### src/rtl/sfir_pkg.sv
package sfir_pkg;

  typedef enum logic [1:0] {
    ST_IDLE = 2'd0,
    ST_RUN  = 2'd1,
    ST_HOLD = 2'd2
  } sfir_state_e;

  typedef struct packed {
    logic sym;
    logic half;
  } sfir_mode_t;

endpackage

### src/rtl/sfir_ctrl.sv
module sfir_ctrl
  import sfir_pkg::*;
#(
  parameter int TW = 3
) (
  input  logic          clk,
  input  logic          rst_n,
  input  logic          s_valid,
  output logic          s_ready,
  output logic          m_valid,
  input  logic          m_ready,
  input  logic [TW-1:0] cfg_n_m1,
  input  logic          cfg_sym,
  input  logic          cfg_half,
  output logic          accept_o,
  output logic          mac_en_o,
  output logic          last_o,
  output logic [TW-1:0] tap_o,
  output logic [TW-1:0] n_m1_o,
  output logic          sym_o
);

  sfir_state_e   state_q;
  logic [TW-1:0] tap_q;
  logic [TW-1:0] n_m1_q;
  sfir_mode_t    mode_q;
  logic          phase_q;
  logic          adv;
  logic          last;

  assign s_ready  = (state_q == ST_IDLE);
  assign m_valid  = (state_q == ST_HOLD);
  assign accept_o = s_ready && s_valid;
  assign adv      = (state_q == ST_RUN) && (!mode_q.half || phase_q);
  assign last     = (tap_q == n_m1_q);
  assign mac_en_o = adv;
  assign last_o   = last;
  assign tap_o    = tap_q;
  assign n_m1_o   = n_m1_q;
  assign sym_o    = mode_q.sym;

  always_ff @(posedge clk or negedge rst_n) begin
    if (!rst_n) begin
      state_q <= ST_IDLE;
      tap_q   <= '0;
      n_m1_q  <= '0;
      mode_q  <= '0;
      phase_q <= 1'b0;
    end else begin
      unique case (state_q)
        ST_IDLE: begin
          if (s_valid) begin
            state_q <= ST_RUN;
            tap_q   <= '0;
            phase_q <= 1'b0;
            n_m1_q  <= cfg_n_m1;
            mode_q  <= '{sym: cfg_sym, half: cfg_half};
          end
        end
        ST_RUN: begin
          phase_q <= ~phase_q;
          if (adv) begin
            if (last) state_q <= ST_HOLD;
            else      tap_q   <= tap_q + 1'b1;
          end
        end
        ST_HOLD: begin
          if (m_ready) state_q <= ST_IDLE;
        end
        default: state_q <= ST_IDLE;
      endcase
    end
  end

  // the tap index never passes the captured length
  assert_tap_bound_R2: assert property (@(posedge clk) disable iff (!rst_n)
    (state_q == ST_RUN) |-> (tap_q <= n_m1_q));

  // half-rate mode never advances on two consecutive clocks
  assert_half_gap_R7: assert property (@(posedge clk) disable iff (!rst_n)
    (adv && mode_q.half) |=> !adv);

endmodule

### src/rtl/sfir_hist.sv
module sfir_hist #(
  parameter int DW    = 20,
  parameter int DEPTH = 8,
  parameter int TW    = 3
) (
  input  logic          clk,
  input  logic          rst_n,
  input  logic          shift_i,
  input  logic [DW-1:0] din_i,
  input  logic [TW-1:0] rd_tap_i,
  output logic [DW-1:0] rd_data_o
);

  logic [DW-1:0] taps [DEPTH];

  for (genvar i = 0; i < DEPTH; i++) begin : g_stage
    logic [DW-1:0] q;
    if (i == 0) begin : g_head
      always_ff @(posedge clk or negedge rst_n) begin
        if (!rst_n)       q <= '0;
        else if (shift_i) q <= din_i;
      end
    end else begin : g_tail
      always_ff @(posedge clk or negedge rst_n) begin
        if (!rst_n)       q <= '0;
        else if (shift_i) q <= g_stage[i-1].q;
      end
    end
    assign taps[i] = q;
  end

  assign rd_data_o = taps[rd_tap_i];

endmodule

### src/rtl/sfir_coef.sv
module sfir_coef #(
  parameter int CW    = 6,
  parameter int NCOEF = 8,
  parameter int TW    = 3
) (
  input  logic          clk,
  input  logic          rst_n,
  input  logic          wr_en_i,
  input  logic [TW-1:0] wr_addr_i,
  input  logic [CW-1:0] wr_data_i,
  input  logic [TW-1:0] tap_i,
  input  logic [TW-1:0] n_m1_i,
  input  logic          sym_i,
  output logic [CW-1:0] coef_o
);

  logic [CW-1:0] regs [NCOEF];
  logic [TW-1:0] mirror;
  logic [TW-1:0] idx;

  always_ff @(posedge clk or negedge rst_n) begin
    if (!rst_n) begin
      for (int i = 0; i < NCOEF; i++) regs[i] <= '0;
    end else if (wr_en_i) begin
      regs[wr_addr_i] <= wr_data_i;
    end
  end

  // Distance from the far end of the filter; folds the upper half back.
  assign mirror = n_m1_i - tap_i;
  assign idx    = (sym_i && (mirror < tap_i)) ? mirror : tap_i;
  assign coef_o = regs[idx];

  // symmetric mode reads only the first half of the response
  assert_mirror_half_R4: assert property (@(posedge clk) disable iff (!rst_n)
    sym_i |-> (idx <= (n_m1_i >> 1)));

endmodule

### src/rtl/sfir_mac.sv
module sfir_mac #(
  parameter int DW   = 20,
  parameter int CW   = 6,
  parameter int AW   = 29,
  parameter int FRAC = 4
) (
  input  logic          clk,
  input  logic          rst_n,
  input  logic          clr_i,
  input  logic          en_i,
  input  logic          last_i,
  input  logic [DW-1:0] x_i,
  input  logic [CW-1:0] c_i,
  output logic [DW-1:0] y_o
);

  localparam int PW = DW + CW;
  localparam logic signed [AW-1:0] RND_HALF = AW'(1) <<< (FRAC - 1);
  localparam logic signed [AW-1:0] SAT_MAX =
    $signed({{(AW-DW+1){1'b0}}, {(DW-1){1'b1}}});
  localparam logic signed [AW-1:0] SAT_MIN =
    $signed({{(AW-DW+1){1'b1}}, {(DW-1){1'b0}}});

  logic signed [AW-1:0] acc_q;
  logic signed [PW-1:0] prod;
  logic signed [AW-1:0] sum;
  logic signed [AW-1:0] rounded;
  logic signed [AW-1:0] scaled;
  logic        [DW-1:0] clipped;

  always_comb begin
    prod    = $signed(x_i) * $signed(c_i);
    sum     = acc_q + $signed({{(AW-PW){prod[PW-1]}}, prod});
    rounded = sum + RND_HALF;
    scaled  = rounded >>> FRAC;
    if (scaled > SAT_MAX)      clipped = SAT_MAX[DW-1:0];
    else if (scaled < SAT_MIN) clipped = SAT_MIN[DW-1:0];
    else                       clipped = scaled[DW-1:0];
  end

  always_ff @(posedge clk or negedge rst_n) begin
    if (!rst_n) begin
      acc_q <= '0;
      y_o   <= '0;
    end else if (clr_i) begin
      acc_q <= '0;
    end else if (en_i) begin
      if (last_i) y_o   <= clipped;
      else        acc_q <= sum;
    end
  end

endmodule

### src/rtl/short_fir.sv
module short_fir #(
  parameter int DATA_W    = 20,
  parameter int COEF_W    = 6,
  parameter int MAX_TAPS  = 8,
  parameter int FRAC_BITS = 4
) (
  input  logic                       clk,
  input  logic                       rst_n,
  input  logic [$clog2(MAX_TAPS)-1:0] cfg_taps_m1,
  input  logic                       cfg_sym,
  input  logic                       cfg_half,
  input  logic                       coef_we,
  input  logic [$clog2(MAX_TAPS)-1:0] coef_addr,
  input  logic [COEF_W-1:0]          coef_wdata,
  input  logic                       s_valid,
  output logic                       s_ready,
  input  logic [DATA_W-1:0]          s_data,
  output logic                       m_valid,
  input  logic                       m_ready,
  output logic [DATA_W-1:0]          m_data
);

  localparam int TAP_W = $clog2(MAX_TAPS);
  localparam int ACC_W = DATA_W + COEF_W + TAP_W;

  logic             accept;
  logic             mac_en;
  logic             last;
  logic [TAP_W-1:0] tap;
  logic [TAP_W-1:0] n_m1;
  logic             sym;
  logic [DATA_W-1:0] x_tap;
  logic [COEF_W-1:0] c_tap;

  sfir_ctrl #(.TW(TAP_W)) u_ctrl (
    .clk      (clk),
    .rst_n    (rst_n),
    .s_valid  (s_valid),
    .s_ready  (s_ready),
    .m_valid  (m_valid),
    .m_ready  (m_ready),
    .cfg_n_m1 (cfg_taps_m1),
    .cfg_sym  (cfg_sym),
    .cfg_half (cfg_half),
    .accept_o (accept),
    .mac_en_o (mac_en),
    .last_o   (last),
    .tap_o    (tap),
    .n_m1_o   (n_m1),
    .sym_o    (sym)
  );

  sfir_hist #(.DW(DATA_W), .DEPTH(MAX_TAPS), .TW(TAP_W)) u_hist (
    .clk       (clk),
    .rst_n     (rst_n),
    .shift_i   (accept),
    .din_i     (s_data),
    .rd_tap_i  (tap),
    .rd_data_o (x_tap)
  );

  sfir_coef #(.CW(COEF_W), .NCOEF(MAX_TAPS), .TW(TAP_W)) u_coef (
    .clk       (clk),
    .rst_n     (rst_n),
    .wr_en_i   (coef_we),
    .wr_addr_i (coef_addr),
    .wr_data_i (coef_wdata),
    .tap_i     (tap),
    .n_m1_i    (n_m1),
    .sym_i     (sym),
    .coef_o    (c_tap)
  );

  sfir_mac #(.DW(DATA_W), .CW(COEF_W), .AW(ACC_W), .FRAC(FRAC_BITS)) u_mac (
    .clk    (clk),
    .rst_n  (rst_n),
    .clr_i  (accept),
    .en_i   (mac_en),
    .last_i (last),
    .x_i    (x_tap),
    .c_i    (c_tap),
    .y_o    (m_data)
  );

  // an accepted sample closes the input side
  assert_busy_after_accept_R1: assert property (@(posedge clk) disable iff (!rst_n)
    (s_valid && s_ready) |=> !s_ready);

  // a stalled output holds steady
  assert_hold_stable_R8: assert property (@(posedge clk) disable iff (!rst_n)
    (m_valid && !m_ready) |=> (m_valid && $stable(m_data)));

  // a consumed output reopens the input side
  assert_reopen_R8: assert property (@(posedge clk) disable iff (!rst_n)
    (m_valid && m_ready) |=> (s_ready && !m_valid));

endmodule

### config.mk
export PLATFORM = sky130hd
export DESIGN_NAME = short_fir
export DESIGN_NICKNAME = d
export VERILOG_FILES = /design/src/rtl/sfir_pkg.sv /design/src/rtl/sfir_ctrl.sv /design/src/rtl/sfir_hist.sv /design/src/rtl/sfir_coef.sv /design/src/rtl/sfir_mac.sv /design/src/rtl/short_fir.sv
export SDC_FILE = /design/constraint.sdc
export NUM_CORES = 1
export LEC_CHECK = 0
export ABC_CLOCK_PERIOD_IN_PS = 10100
export BUFFER_PORTS_ARGS = -buffer_cell sky130_fd_sc_hd__buf_2
export CORE_MARGIN = 2
export CORE_UTILIZATION = 57
export DETAILED_ROUTE_END_ITERATION = 12
export HOLD_SLACK_MARGIN = 0.05
export PLACE_DENSITY = 0.77
export RECOVER_POWER = 25
export SLEW_MARGIN = 20
export SYNTH_ARGS = -nofsm -noshare
export SYNTH_HDL_FRONTEND = slang
export SYNTH_SLANG_ARGS = --single-unit
### constraint.sdc
create_clock -name clk -period 10.1 [get_ports clk]
set_input_delay 1.01 -clock clk [delete_from_list [all_inputs] [get_ports clk]]
set_output_delay 1.01 -clock clk [all_outputs]
set_load 0.01 [all_outputs]
==> results of run 1 <==
## metal layers
| metal | routed length, um | vias up | global-route usage | share of wire |
|---|---|---|---|---|
| met3 | 2330 | 72 | 0.0337 | 0.059 |
| met1 | 18100 | 6670 | 0.358 | 0.46 |
| met4 | 844 | 0 | 0.0619 | 0.021 |
| met5 | 0 | - | 0 | 0 |
| met2 | 18400 | 421 | 0.401 | 0.46 |
| li1 | - | 6304 | - | - |
## sequential cells by signal (all words and copies together), names as in the netlist
signal / cells
u_hist.g_stage.q: 160
u_coef.regs: 48
u_mac.acc_q: 29
u_mac.y_o: 20
u_ctrl.n_m1_o: 3
u_ctrl.tap_o: 3
u_ctrl.state_q: 2
u_ctrl.mode_q: 1
u_ctrl.phase_q: 1
u_ctrl.sym_o: 1
## worst register-to-register path, delay by kind of cell (launching register included)
family / cells / cell delay [ns]
adder cells (fa/ha/maj): 8 / 3.44
AO/OA/AOI/OAI: 9 / 2.03
AND/OR/NAND/NOR: 7 / 1.69
buffers and inverters: 7 / 0.98
multiplexers: 2 / 0.96
flip-flops: 1 / 0.39
## cell type report
class / count / area [um2]
Fill cell: 2478 / 11600
Multi-Input combinational cell: 1399 / 10500
Sequential cell: 268 / 6710
Clock buffer: 41 / 871
Inverter: 151 / 567
Timing Repair Buffer: 85 / 517
Tap cell: 402 / 503
Clock inverter: 10 / 171
## metrics by stage
stage          cell area, um2  cells  utilization  worst slack (ns)  hold WS, ns
2_1_floorplan           18100   1913            -            0.0544        0.441
3_3_place_gp            18700   2303        0.595             0.340        0.453
3_5_place_dp            18700   2303        0.596           -0.0468        0.461
4_1_cts                 19800   2355        0.630             0.169        0.476
5_1_grt                 19800   2356        0.631           -0.0104        0.491
6_report                19800   2356        0.631             0.481        0.475
## synth_stat cells (all sizes together), types with 3 or more instances
library cell    n  area, um2
a211oi          4       30.0
nor3b           4       30.0
fa            112       2240
o311ai          3       26.3
and4            3       28.8
xor2           18        158
o31ai           4       48.8
nor4            8       68.8
buf            15       82.6
nor2          121        454
nand4b          4       35.0
dfrtp         268       6710
and3           12       81.3
nand2b         20        125
o22a           17        149
nand3          46        235
a211o           4       35.0
mux4           52       1170
xnor2          20        175
o21ai          35        175
inv           150        563
mux2i          26        260
nor2b          14       87.6
a21o           14        105
a21oi          36        191
o21a            5       37.5
nand4          11       75.1
clkbuf         80        300
mux2           52        586
nand3b          3       22.5
a31oi           4       25.0
nand2         592       2220
nor3           15       80.1
a221oi          3       32.5
o211ai          6       45.0
and2           10       62.6
a21boi          3       26.3
ha             70        876
or2            16        100
## timing repair
action	4_1_cts	5_1_grt
pin swaps	1	1
endpoints found under the hold margin	0	0
setup buffers	1	1
gates cloned	0	0
setup endpoints to repair	19	19
gates resized for setup	0	5
## how the worst min path moves through the flow
stage	slack, ns	cells past startpoint	end	start
final	0.48	2	u_hist.g_stage[7].q[14]	u_hist.g_stage[7].q[14]
after global routing	0.49	2	u_hist.g_stage[7].q[3]	u_hist.g_stage[7].q[3]
after CTS	0.48	2	u_hist.g_stage[7].q[8]	u_hist.g_stage[7].q[8]
after detailed placement	0.46	2	u_hist.g_stage[7].q[0]	u_hist.g_stage[7].q[0]
after global placement	0.45	2	u_hist.g_stage[7].q[16]	u_hist.g_stage[7].q[16]
after floorplan	0.44	2	u_hist.g_stage[7].q[0]	u_hist.g_stage[7].q[0]
## cell families (layout without fill, tap and decap cells)
logic type                 after synthesis  in the layout  synth area share
and+or+nand+nor                        887            887             0.209
DFF                                    268            268             0.371
buffers and inverters                  246            287            0.0526
adders and majority gates              182            182             0.173
AOI/OAI and AO/OA                      162            162            0.0643
muxes                                  130            130             0.112
xor gates and xnor gates                38             38            0.0184
==> out/results.ini, run 1 <==
[outcome]
status=complete, but fails checks
violations=max-capacitance violations, max-slew violations

[clock_network]
cts_sinks=268
cts.path.max_buffers=3
clock_latency_ns=0.57
htree_levels=1
tritoncts=done
cts_inserted_buffers=29
clk_pin_slew_ns=0.06
cts-root-buf=clkbuf_16
holdBufCountCts=0

[setup_path]
path_buf_inv=7
cp-start-kind=flip-flop
r2r_slack_ns=0.48
crit_end=u_mac.y_o[17]
max_stage_delay_ns=0.56
arrival_ns=10.07
worst_path_most_repeated_cell=fa_1
end_kind=flip-flop
critPathRequiredTime_ns=10.55
reg2reg_from=u_ctrl.n_m1_o[0]
worstReg2RegEnd=u_mac.y_o[17]
rr_worst_depth=33
critPathKind=reg2reg
startpoint=u_ctrl.n_m1_o[0]
cp_top_family=adder cells
crit_fanout=19
cpMaxStageDelayCell=mux4_2
cp_num_cells=33

[cells_and_area]
layout_common_cells=591 x nand2_1, 266 x dfrtp_1, 150 x inv_1
layout_commonest_cell=nand2_1
nNetsFinal=2155
n_antenna_cell=0
layout-drive-gt1-share=0.143
layout-area-overhead-vs-synth_pct=9.62

[logic_synthesis]
syn_inst=1913
avgSynthCellArea_um2=9.44
synthFlopType=dfrtp_1
yosys_warnings=0
ys_types=82
syn_area_mm2=0.0181
synth-edff-count=0
syn_nets=2134
ys_ff_latch=268
async_reset_ff_frac=1.00
ys_seq_area_frac=0.371

[sta]
timing_hold_violations_final=0
fin_crit_ns=9.62
fmax_mhz=104
setup_violations=0
fin_crit_sh=0.952
max-slew-margin-rel=-3.14
final.setup.tns_ns=0
worst_pin_slew_ns=6.21
slew_viol_final=111
fin_skew_ns=0.0112

[die]
dieArea_mm2=0.0331
num_rows=65
initial_core_util=0.575
die_y_um=182
die_w_um=182
ios=61
core-area_mm2=0.0314

[detailed_routing]
drt-wirelength-per-cell_um=16.9
via_per_inst=5.72
drtAntennaViolNets=0
drc_errors=0
num_vias=13500
routed_wl_mm=39.7
firstDrtPassIters=5
drtIter0Drc=1144

[run]
cap_violations=1

[placed_design]
gp_congestion=0.958
port_buffers=60
hpwl_mm=27.7

[global_routing]
grt_max_degree=123
overflow=0
grt_pass1_wl_mm=67.6
antenna_found_initial=0
grtUsageTotal=0.248
grt_pass1_vias=13700

[hold_path]
min_path_type=reg2reg

Power of run 1 is left out: the tool's default activity adds up to more than one toggle a clock period on the data nets, which glitch-free logic cannot reach.
==> run 2: changes to the inputs <==
- CAP_MARGIN: default -> 5
- CORE_UTILIZATION: 57 -> 40
- PLACE_DENSITY: 0.77 -> default
- SYNTH_HIERARCHICAL: default -> 1
==> out/results.ini, run 2 <==
[detailed_routing]
drtIter0Drc=673  ; was 1144
num_vias=11900  ; was 13500
drt-wirelength-per-cell_um=17.0  ; was 16.9 um
drc_errors=0  ; unchanged
routed_wl_mm=38.2  ; was 39.7 mm
firstDrtPassIters=5  ; unchanged
drtAntennaViolNets=0  ; unchanged
via_per_inst=5.30  ; was 5.72

[cells_and_area]
largest_reg_flops=160  ; unchanged
top_regs=u_hist/g_stage.q (160), u_coef/regs (48), u_mac/acc_q (29)  ; was u_hist.g_stage.q (160), u_coef.regs (48), u_mac.acc_q (29)
multi_input_area_mm2=0.0108  ; was 0.0105 mm2
layout-drive-gt1-share=0.223  ; was 0.143
nNetsFinal=1841  ; was 2155
seqCellArea_mm2=0.00671  ; unchanged
layout-area-overhead-vs-synth_pct=10.9  ; was 9.62%
layout_common_cells=266 x dfrtp_1, 190 x mux2_2, 173 x inv_1  ; was 591 x nand2_1, 266 x dfrtp_1, 150 x inv_1
fillers=4277  ; was 2478
n_antenna_cell=0  ; unchanged
largest_register=u_hist/g_stage.q  ; was u_hist.g_stage.q
layout_commonest_cell=dfrtp_1  ; was nand2_1

[logic_synthesis]
ys_ff_latch=268  ; unchanged
syn_inst=1575  ; was 1913
yosysMostFrequentCell=dfrtp_1  ; was nand2_1
syn_nets=1795  ; was 2134
yosys_warnings=6  ; was 0
ys_seq_area_frac=0.364  ; was 0.371
ys_types=77  ; was 82
synthFlopType=dfrtp_1  ; unchanged
avgSynthCellArea_um2=11.7  ; was 9.44 um2
async_reset_ff_frac=1.00  ; unchanged
synth-edff-count=0  ; unchanged
synth.largest_area_cell=dfrtp_1  ; unchanged
yosys-top-cells-count=268 x dfrtp_1, 190 x mux2_2, 174 x inv_1  ; was 592 x nand2_1, 268 x dfrtp_1, 150 x inv_1
synth.top_cell.area_share=0.364  ; was 0.371
yosys-top-cells-area=dfrtp_1 36%, fa_1 12%, mux2_2 12%  ; was dfrtp_1 37%, fa_1 12%, nand2_1 12%
syn_area_mm2=0.0184  ; was 0.0181 mm2

[sta]
timing.hold.ws_ns=0.495  ; was 0.475 ns
fin_crit_sh=0.945  ; was 0.952
timing_hold_violations_final=0  ; unchanged
worst_pin_slew_ns=6.37  ; was 6.21 ns
fmax_mhz=105  ; was 104 MHz
setup_violations=0  ; unchanged
fin_skew_ns=0.0201  ; was 0.0112 ns
slew_viol_final=117  ; was 111
max-slew-margin-rel=-3.25  ; was -3.14
fin_crit_ns=9.55  ; was 9.62 ns

[setup_path]
max_stage_delay_ns=0.56  ; about the same
cp_top_family=adder cells  ; unchanged
crit_fanout=20  ; was 19
critPathRequiredTime_ns=10.55  ; about the same
r2r_slack_ns=0.55  ; was 0.48 ns
end_kind=flip-flop  ; unchanged
critPathKind=reg2reg  ; unchanged
worst_path_most_repeated_cell=fa_1  ; unchanged
arrival_ns=10.00  ; was 10.07 ns
cpMaxStageDelayCell=fa_1  ; was mux4_2
cp-start-kind=flip-flop  ; unchanged
path_buf_inv=7  ; unchanged

[die]
core-area_mm2=0.0455  ; was 0.0314 mm2
die_y_um=219  ; was 182 um
ios=61  ; unchanged
num_rows=78  ; was 65
initial_core_util=0.406  ; was 0.575
dieArea_mm2=0.0479  ; was 0.0331 mm2
die_w_um=219  ; was 182 um

[placed_design]
port_buffers=60  ; unchanged
gp_congestion=0.869  ; was 0.958
hpwl_mm=27.4  ; was 27.7 mm

[clock_network]
htree_levels=1  ; unchanged
clk_pin_slew_ns=0.06  ; about the same
clock_latency_ns=0.59  ; was 0.57 ns
cts_inserted_buffers=31  ; was 29
cts.path.max_buffers=3  ; unchanged
cts_sinks=268  ; unchanged
holdBufCountCts=0  ; unchanged
cts-root-buf=clkbuf_16  ; unchanged
tritoncts=done  ; unchanged

[run]
cap_violations=1  ; unchanged

[global_routing]
grtUsageTotal=0.164  ; was 0.248
grt_pass1_wl_mm=64.3  ; was 67.6 mm
grt_pass1_vias=12400  ; was 13700
grt_max_degree=117  ; was 123
overflow=0  ; unchanged
antenna_found_initial=1  ; was 0

[hold_path]
min_path_type=reg2reg  ; unchanged

[outcome]
violations=max-capacitance violations, max-slew violations  ; unchanged
status=complete, but fails checks  ; unchanged

## run 2: changes by cell type after synthesis, moves of 29 or more
cell	change
and2_1	+70
clkbuf_1	-42
mux2_1	+51
mux2_2	+138
mux4_1	+40
mux4_2	-52
nand2_1	-514
nand3_1	-29
nor2_1	-57
## run 2: worst min-delay path, stage by stage, from the launching register on
cell,delay [ns]
dfrtp_1,0.34
nand2_1,0.05
o21ai_1,0.07
## run 2: per-layer routing
layer | up-vias | track usage | part of all wire
met3 | 44 | 0.0225 | 0.036
met4 | 0 | 0.0288 | 0.014
met5 | - | 0 | 0
met2 | 179 | 0.261 | 0.45
li1 | 5594 | - | -
met1 | 6079 | 0.240 | 0.50
## run 2: logic make-up after synthesis
group                    Yosys count  share of synthesized area
adder cells (fa/ha/maj)          181                      0.168
buffers and inverters            249                     0.0562
AO/OA/AOI/OAI                    211                     0.0808
flip-flops                       268                      0.364
XOR/XNOR                          48                     0.0236
multiplexers                     291                      0.210
AND/OR/NAND/NOR                  327                     0.0974
## run 2: metrics by stage
step	setup TNS (ns)	setup slack [ns]	instances	utilization	cell area [um2]
finish	0	0.551	2244	0.450	20500
detailed placement	0	0.352	2184	0.426	19400
CTS	0	0.326	2240	0.448	20400
global placement	0	0.532	2182	0.425	19300
global route	-0.00268	-0.00268	2244	0.450	20500
floorplan	0	1.34	1575	-	18400
## run 2: layout make-up
class	instances	share of cell area
clock buffers	47	0.0433
clock inverters	9	0.00703
inverters	174	0.0319
multi-input cells	1058	0.527
flip-flops and latches	268	0.328
well taps	600	0.0367
repair buffers	88	0.0260
## run 2: final timing paths
kind                                       start                     end  cells past startpoint
worst min register to register     u_mac/y_o[19]           u_mac/y_o[19]                      2
worst max-delay path            u_ctrl/n_m1_o[0]           u_mac/y_o[15]                     35
worst min-delay path               u_mac/y_o[19]           u_mac/y_o[19]                      2
min in group asynchronous                  rst_n  u_hist/g_stage[1].q[6]                      1
max in group asynchronous                  rst_n         u_ctrl/tap_o[2]                      1
worst max register to register  u_ctrl/n_m1_o[0]           u_mac/y_o[15]                     35
## run 2: what timing repair did
item | 4_1_cts | 5_1_grt
buffers inserted | 0 | 4
endpoints found under the setup margin | 0 | 20
resized for setup | 0 | 8
Power of run 2 is left out for the same reason.
